## config.mk

```make
export PLATFORM = sky130hd
export DESIGN_NAME = mfcap_ctrl
export DESIGN_NICKNAME = d
export VERILOG_FILES = /design/src/rtl/mfcap_pkg.sv /design/src/rtl/mfcap_trig_sync.sv /design/src/rtl/mfcap_mf_track.sv /design/src/rtl/mfcap_seq.sv /design/src/rtl/mfcap_ctrl.sv
export SDC_FILE = /design/constraint.sdc
export NUM_CORES = 1
export LEC_CHECK = 0
export ABC_AREA = 0
export ABC_CLOCK_PERIOD_IN_PS = 2100
export BUFFER_PORTS_ARGS = -buffer_cell sky130_fd_sc_hd__buf_2
export CORE_MARGIN = 10
export CORE_UTILIZATION = 51
export CTS_BUF_LIST = sky130_fd_sc_hd__clkbuf_16
export DETAILED_ROUTE_END_ITERATION = 8
export GPL_ROUTABILITY_DRIVEN = 0
export PLACE_DENSITY = 0.77
export SYNTH_ARGS = -nofsm -noshare
export SYNTH_HDL_FRONTEND = slang
export SYNTH_SLANG_ARGS = --single-unit
```

## constraint.sdc

```tcl
create_clock -name clk -period 2.1 [get_ports clk]
set_input_delay 0.105 -clock clk [delete_from_list [all_inputs] [get_ports clk]]
set_output_delay 0.105 -clock clk [all_outputs]
set_load 0.01 [all_outputs]
```

## src/rtl/mfcap_pkg.sv

```systemverilog
package mfcap_pkg;

  // Capture sequencer states
  typedef enum logic [1:0] {
    ST_IDLE = 2'd0,  // armed, waiting for trigger edge
    ST_WAIT = 2'd1,  // trigger seen, waiting for multiframe boundary
    ST_CAPT = 2'd2,  // writing frames
    ST_DONE = 2'd3   // capture finished, triggers ignored
  } cap_state_t;

endpackage

```

## src/rtl/mfcap_trig_sync.sv

```systemverilog
module mfcap_trig_sync #(
  parameter int STAGES = 2
) (
  input  logic clk,
  input  logic rst_n,
  input  logic trig_async,
  output logic trig_rise
);

  localparam int W = STAGES + 1;

  // sh[STAGES-1] is the synchronised level, sh[STAGES] its previous value
  logic [W-1:0] sh;

  always_ff @(posedge clk or negedge rst_n) begin
    if (!rst_n) sh <= '0;
    else        sh <= {sh[W-2:0], trig_async};
  end

  assign trig_rise = sh[STAGES-1] & ~sh[STAGES];


  rise_single_chk: assert property (@(posedge clk) disable iff (!rst_n)
    trig_rise |=> !trig_rise);

endmodule

```

## src/rtl/mfcap_mf_track.sv

```systemverilog
module mfcap_mf_track #(
  parameter int KW = 8
) (
  input  logic          clk,
  input  logic          rst_n,
  input  logic          use_ext_sof,
  input  logic          ext_sof,
  input  logic [KW-1:0] k,
  output logic          mf_start
);

  logic [KW-1:0] cnt;

  function automatic logic [KW-1:0] next_count(input logic [KW-1:0] c,
                                               input logic [KW-1:0] kk);
    if (kk <= KW'(1) || c >= kk - KW'(1)) return '0;
    return c + KW'(1);
  endfunction

  always_ff @(posedge clk or negedge rst_n) begin
    if (!rst_n) cnt <= '0;
    else        cnt <= next_count(cnt, k);
  end

  assign mf_start = use_ext_sof ? ext_sof : (cnt == '0);


  mf_step_chk: assert property (@(posedge clk) disable iff (!rst_n)
    (cnt != '0) |-> (cnt == $past(cnt) + KW'(1)));

endmodule

```

## src/rtl/mfcap_seq.sv

```systemverilog
module mfcap_seq
  import mfcap_pkg::*;
#(
  parameter int KW = 8,
  parameter int AW = 10
) (
  input  logic          clk,
  input  logic          rst_n,
  input  logic          trig_rise,
  input  logic          mf_start,
  input  logic          sw_clear,
  input  logic [AW-1:0] n,
  output logic          wr_en,
  output logic [AW-1:0] wr_addr,
  output logic          done,
  output logic [KW-1:0] latency
);

  cap_state_t    st;
  logic [AW-1:0] addr_q;
  logic [KW-1:0] lat_q;
  logic          start_now;

  function automatic logic [KW-1:0] sat_inc(input logic [KW-1:0] v);
    return (v == '1) ? v : v + KW'(1);
  endfunction

  function automatic logic is_last(input logic [AW-1:0] a,
                                   input logic [AW-1:0] len);
    return (len <= AW'(1)) || (a >= len - AW'(1));
  endfunction

  assign start_now = (st == ST_WAIT) && mf_start;
  assign wr_en     = start_now || (st == ST_CAPT);
  assign wr_addr   = addr_q;
  assign done      = (st == ST_DONE);
  assign latency   = lat_q;

  always_ff @(posedge clk or negedge rst_n) begin
    if (!rst_n) begin
      st     <= ST_IDLE;
      addr_q <= '0;
      lat_q  <= '0;
    end else if (sw_clear) begin
      st     <= ST_IDLE;
      addr_q <= '0;
      lat_q  <= '0;
    end else begin
      unique case (st)
        ST_IDLE: if (trig_rise) begin
          st    <= ST_WAIT;
          lat_q <= KW'(1);
        end
        ST_WAIT: if (mf_start) begin
          if (is_last(AW'(0), n)) st <= ST_DONE;
          else begin
            st     <= ST_CAPT;
            addr_q <= AW'(1);
          end
        end else begin
          lat_q <= sat_inc(lat_q);
        end
        ST_CAPT: if (is_last(addr_q, n)) st <= ST_DONE;
                 else addr_q <= addr_q + AW'(1);
        ST_DONE: st <= ST_DONE;
      endcase
    end
  end


  start_on_boundary_chk: assert property (@(posedge clk) disable iff (!rst_n)
    $rose(wr_en) |-> mf_start);


  addr_step_chk: assert property (@(posedge clk) disable iff (!rst_n)
    (wr_en && $past(wr_en)) |-> (wr_addr == $past(wr_addr) + AW'(1)));


  done_no_write_chk: assert property (@(posedge clk) disable iff (!rst_n)
    done |-> !wr_en);


  done_after_write_chk: assert property (@(posedge clk) disable iff (!rst_n)
    $rose(done) |-> $past(wr_en));


  done_hold_chk: assert property (@(posedge clk) disable iff (!rst_n)
    (done && !sw_clear) |=> done);


  ignore_trig_chk: assert property (@(posedge clk) disable iff (!rst_n)
    ((st == ST_CAPT || done) && trig_rise && !sw_clear) |=> (latency == $past(latency)));


  latency_nonzero_chk: assert property (@(posedge clk) disable iff (!rst_n)
    start_now |-> (latency != '0));

endmodule

```

## src/rtl/mfcap_ctrl.sv

```systemverilog
module mfcap_ctrl #(
  parameter int KW          = 8,
  parameter int AW          = 10,
  parameter int SYNC_STAGES = 2
) (
  input  logic          clk,
  input  logic          rst_n,
  input  logic          trig_async,
  input  logic          use_ext_sof,
  input  logic          ext_sof,
  input  logic [KW-1:0] mf_frames,
  input  logic [AW-1:0] capture_len,
  input  logic          sw_clear,
  output logic          wr_en,
  output logic [AW-1:0] wr_addr,
  output logic          done,
  output logic [KW-1:0] latency
);

  logic trig_rise;
  logic mf_start;

  mfcap_trig_sync #(.STAGES(SYNC_STAGES)) u_sync (
    .clk        (clk),
    .rst_n      (rst_n),
    .trig_async (trig_async),
    .trig_rise  (trig_rise)
  );

  mfcap_mf_track #(.KW(KW)) u_track (
    .clk         (clk),
    .rst_n       (rst_n),
    .use_ext_sof (use_ext_sof),
    .ext_sof     (ext_sof),
    .k           (mf_frames),
    .mf_start    (mf_start)
  );

  mfcap_seq #(.KW(KW), .AW(AW)) u_seq (
    .clk       (clk),
    .rst_n     (rst_n),
    .trig_rise (trig_rise),
    .mf_start  (mf_start),
    .sw_clear  (sw_clear),
    .n         (capture_len),
    .wr_en     (wr_en),
    .wr_addr   (wr_addr),
    .done      (done),
    .latency   (latency)
  );

endmodule

```

* Word-level counts from Yosys, hierarchy flattened *
Index checks and enable logic that the tools add are counted.

cells by class
  bitwise gates (word level) = 2
  equality and inequality tests = 11
  mux-type cells = 20
  reductions and logical operators = 12
  $add $sub $neg = 5
  $lt $le $gt $ge = 5

operators by type and width
  operator                                                            count
  two-way mux 8 bit                                                   6
  two-way mux 10 bit                                                  4
  case mux 10 bit (2 select lines)                                    1
  != test 3 bit (second input constant)                               6
  adder 8 x 1 -> 8 bit (second input constant)                        2
  case mux 8 bit (2 select lines)                                     1
  adder 10 x 1 -> 10 bit (second input constant)                      1
  greater-or-equal comparator 1 x 10 -> 1 bit (first input constant)  1
  greater-or-equal comparator 10 bit                                  1
  <= comparator 10 x 1 -> 1 bit (second input constant)               1
  subtractor 10 x 1 -> 10 bit (second input constant)                 1
  equality test 8 bit (second input constant)                         1
  greater-or-equal comparator 8 bit                                   1
  <= comparator 8 x 1 -> 1 bit (second input constant)                1
  zero test 8 bit                                                     1
  two-way mux 2 bit                                                   4
  case mux 2 bit (4 select lines)                                     1
  AND reduction 4 bit                                                 2
  subtractor 8 x 1 -> 8 bit (second input constant)                   1
  nonzero test 3 bit                                                  2
  equality test 2 bit (second input constant)                         2
  logical OR 1 bit                                                    4
  two-way mux 1 bit                                                   3
  != test 3 x 2 -> 1 bit (second input constant)                      1
  other kinds (6)                                                     6

storage, ports and cells
  bits in registers = 31
  logic and storage cells = 60

* Depth between registers and ports, before layout *
  depth after elaboration = 7
  gate-level depth with buffers = 12
  gate-level depth less buffers = 12

* Modules after synthesis *
A second synthesis with hierarchy kept.

second synthesis, totals
  cells, all modules = 266
  area, all modules = 2,411.1 um^2

modules (own cells, without submodules)
  module           sequential area each (um^2)  instances  cells an instance  area each (um^2)
  mfcap_seq        500.5                        1          189                1,615.3
  mfcap_mf_track   200.2                        1          73                 706.9
  mfcap_trig_sync  75.1                         1          4                  88.8

* Least setup slack after synthesis *
OpenSTA, ideal clock, no wires.

  path type = in2reg
  start point = input capture_len[2]
  end point = register u_seq.addr_q[3] (netlist: u_seq.wr_addr[3])
  library setup time = 0.132 ns
  path buffers = 1
  stages on the path = 10
  arrival time = 2.615 ns
  slack = -0.647 ns
  cells stage by stage = buf_6 > or4_4 > nor4_1 > xnor2_1 > ha_1 > a41oi_1 > nand3_1 > a211o_1 > a221oi_2 > o211ai_2

on the way
  cells in the longest elaborated chain, start to end = 5

RTL lines
  what                                                                                                      line              RTL
  start: declaration                                                                                        mfcap_ctrl.sv:12  input logic [AW-1:0] capture_len,
  subtractor 10 x 1 -> 10 bit                                                                               mfcap_seq.sv:30   return (len <= AW'(1)) || (a >= len - AW'(1));
  greater-or-equal comparator 1 x 10 -> 1 bit / greater-or-equal comparator 10 bit (equally long branches)  mfcap_seq.sv:30
  logical OR 1 bit                                                                                          mfcap_seq.sv:30
  != test 3 bit (no line)                                                                                   n/a
  AND reduction 4 bit (no line) *                                                                           n/a
  end signal: assignment                                                                                    mfcap_seq.sv:64   else addr_q <= addr_q + AW'(1);
  end: declaration                                                                                          mfcap_seq.sv:20   logic [AW-1:0] addr_q;

Every way passes the cells marked *; elsewhere a longest branch is shown, timed or not.
A chain may end at the register's enable or synchronous reset.

* Final worst setup path *
  start point = input capture_len[3]
  end point = register u_seq.addr_q[3] (netlist: u_seq.wr_addr[3])

Same word-level chain as after synthesis.

==> flow_summary.ini <==
[status]
status = finished, violations left
violations = negative setup slack

[place]
portBuffers = 43
dpl.cell_count = 431
dp_hpwl_mm = 5.172

[pwr]
power_density_nw_per_um2 = 766.9
swShare_pct = 32.69
power.total_mw = 2.738
power.switching_uw = 894.9
clock_power_share_pct = 33.9
seqPwrFrac_pct = 29.1
combPwrFrac_pct = 37.0
vdd_ir_drop_max_mv = 0.7803
intPower_mw = 1.843
p_leak_nw = 1.725

[finish]
n_antenna_cell = 0
nets = 435
drive_gt1_share_pct = 35.06
utilization_pct = 75.08
syn_to_final_growth_pct = 40.89
fin_cells = 452

[global_route]
grt_max_degree = 32
grt_pass1_vias = 2615
overflow = 0
grt_pass1_wl_mm = 12.47
grt_util_all_layers_pct = 17.83
antenna_found_initial = 0

[detailed_routing]
wl_mm = 7.473
initialDrtViolationCount = 159
via_per_inst = 5.836
wl_met3_um = 397
drtPass1Iterations = 5
wl_per_cell_um = 16.53
met2_length_mm = 3.773
top_layer = met4
num_vias = 2638
drc = 0
drtAntennaViolNets = 0
m1WireLength_mm = 3.091

[synth]
ys_top_cells_by_area = dfrtp_1 31%, ha_1 13%, xnor2_1 5.9%
ys_seq_area_share_pct = 30.62
synth_most_common_cell = dfrtp_1
synth_edf_count = 0
synth-seq-cells = 31
async_reset_ff_share_pct = 100.0
netlist.area_leader.share_pct = 30.62
synth_cells = 290
synth_top_area_cell = dfrtp_1
yosys-top-cells-count = 31 x dfrtp_1, 27 x ha_1, 21 x a21oi_1
avgSynthCellArea_um2 = 8.737
synth_cell_types = 54
yosysWarnings = 0
synth_area_um2 = 2534
syn_nets = 341
synth_flop_cell = dfrtp_1

[timing]
fin_crit_ns = 2.410
slew_violations = 0
finalClockSkew_ns = 0.006336
holdWs_ns = 0.1623
hold_viol = 0
worst_pin_slew_ns = 0.6893
max_freq_ghz = 0.4149
setup_viol = 11
finalCritPeriodShare_pct = 114.8
timing.final.ws_setup_ns = -0.3102
rsz0062_at_grt = true
relSlewSlack_pct = 54.05

[worst_setup_path]
critical_path_class = input port to flop
critPathArrivalTime_ns = 2.56
r2r_slack_ns = -0.20
start_kind = input port
cp_top_family = compound AO/OA/AOI/OAI gates
reg2reg_from = u_seq.wr_addr[3]
path_buf_inv = 1
ff2ff_path_depth = 7
slowest_delay_ns = 0.59
r2r_end = u_seq.wr_addr[3]
slowest_stage = or4_4
crit_path_start = capture_len[3]
worst_setup_path_end_kind = flop
path_cells = buf_6 -> or4_4 -> nor2_4 -> xnor2_2 -> ha_1 -> o21a_1 -> a21oi_2 -> o21ai_2 -> a211o_4 -> a221oi_4 -> o211ai_2
endpoint = u_seq.wr_addr[3]
crit_required_ns = 2.25
cp.depth = 11
crit_fanout = 5

[run]
drv_cap = 0

[clock_tree]
clock_path_buffers = 2
cts.htree.levels = 2
cts_tree = yes
cts.reportedPaths.clkPinSlew_ns = 0.05
clock-root-buffer = clkbuf_16
cts_buffers = 5
worstSkewPairLatency_ns = 0.28
cts_sinks = 31

[floorplanning]
start_util_pct = 53.29
die_x_um = 90.49
die-area_um2 = 8188
num_io_pins = 44
die_h_um = 90.49
std_cell_rows = 25
core_area_um2 = 4755

[min_path]
hp-class = input port to flop
==> stage by stage <==
stage	setup slack, ns	instance area [um^2]	TNS, ns
3_5_place_dp	-0.6545	3136	-6.903
2_1_floorplan	-0.3686	2601	-3.337
5_1_grt	-0.4057	3570	-3.773
4_1_cts	-0.2843	3480	-2.221
3_3_place_gp	-0.5706	3136	-5.425
6_report	-0.3102	3570	-2.807
==> per-layer routing <==
layer	GRT usage [%]	up-vias
li1	-	1252
met1	20.58	1264
met2	31.67	98
met3	3.491	24
met4	6.366	0
met5	0	-
==> placed cells by master, fill, tap and decap left out, types with 3 or more instances in the layout <==
cell type,Yosys,final
buf_4,1,46
buf_2,1,40
dfrtp_1,31,31
ha_1,27,26
inv_1,20,19
nand2_1,19,19
o21ai_0,19,18
xnor2_1,17,16
nor2_1,17,16
a21oi_1,21,14
and3_1,10,10
nand3_1,11,10
nand2b_1,9,9
a21oi_2,1,8
nor3_1,6,5
nor4_1,6,5
clkbuf_16,0,5
and2_1,4,4
xor2_1,4,4
a21o_1,4,4
a211oi_2,0,4
nand4_1,4,4
o21ai_1,6,4
buf_6,2,4
a211oi_1,7,3
a31oi_1,3,3
o31ai_1,3,3
==> state kept, by name, indices dropped and copies added, names as in the netlist <==
signal and flops:
u_seq.wr_addr 10, u_seq.latency 8, u_track.cnt 8, u_sync.sh 3, u_seq.st 2
==> cell type report <==
type	instances	area [um^2]
clock buffer	5	125.1
tap	67	83.83
inverter	20	82.58
sequential	31	775.7
clock inverter	3	63.81
timing repair buffer	94	640.6
fill	352	1185
multi-input combinational	232	1798
==> cells by family after synthesis <==
logic type,share of synthesized area (%)
AO/OA/AOI/OAI,22.27
buffers and inverters,4.790
flip-flops,30.62
adder cells (fa/ha/maj),13.33
AND/OR/NAND/NOR,21.73
XOR/XNOR,7.259
==> repair_timing <==
| action | in CTS | in global routing |
|---|---|---|
| hold endpoints to repair | 32 | 0 |
| pin swaps | 26 | 16 |
| resized for setup | 21 | 12 |
| hold buffers | 2 | 0 |
| buffers inserted | 7 | 4 |
| endpoints found under the setup margin | 12 | 18 |
==> power by group through the flow <==
stage          Sequential [mW]  Combinational [mW]  Clock [mW]
2_1_floorplan            0.807               0.579           0
3_3_place_gp             0.797               0.886           0
3_5_place_dp             0.801               0.917           0
4_1_cts                  0.792               0.972       0.935
5_1_grt                  0.814                1.15       0.968
6_report                 0.796                1.01       0.929
==> worst min path at each step <==
stage,startpoint,end,depth (start not counted)
floorplan,rst_n,u_seq.latency[0],0
global placement,rst_n,u_seq.wr_addr[9],1
detailed placement,rst_n,u_seq.wr_addr[7],1
CTS,sw_clear,u_seq.st[1],2
global route,sw_clear,u_seq.st[1],2
finish,sw_clear,u_seq.st[1],2
==> worst register-to-register path, cell delays in order (launching register included) <==
cell	delay [ns]
dfrtp_1	0.40
ha_1	0.34
a211o_1	0.33
a21oi_2	0.16
o21ai_2	0.09
a211o_4	0.37
a221oi_4	0.36
o211ai_2	0.13
Power figures use the tool's default switching activity.
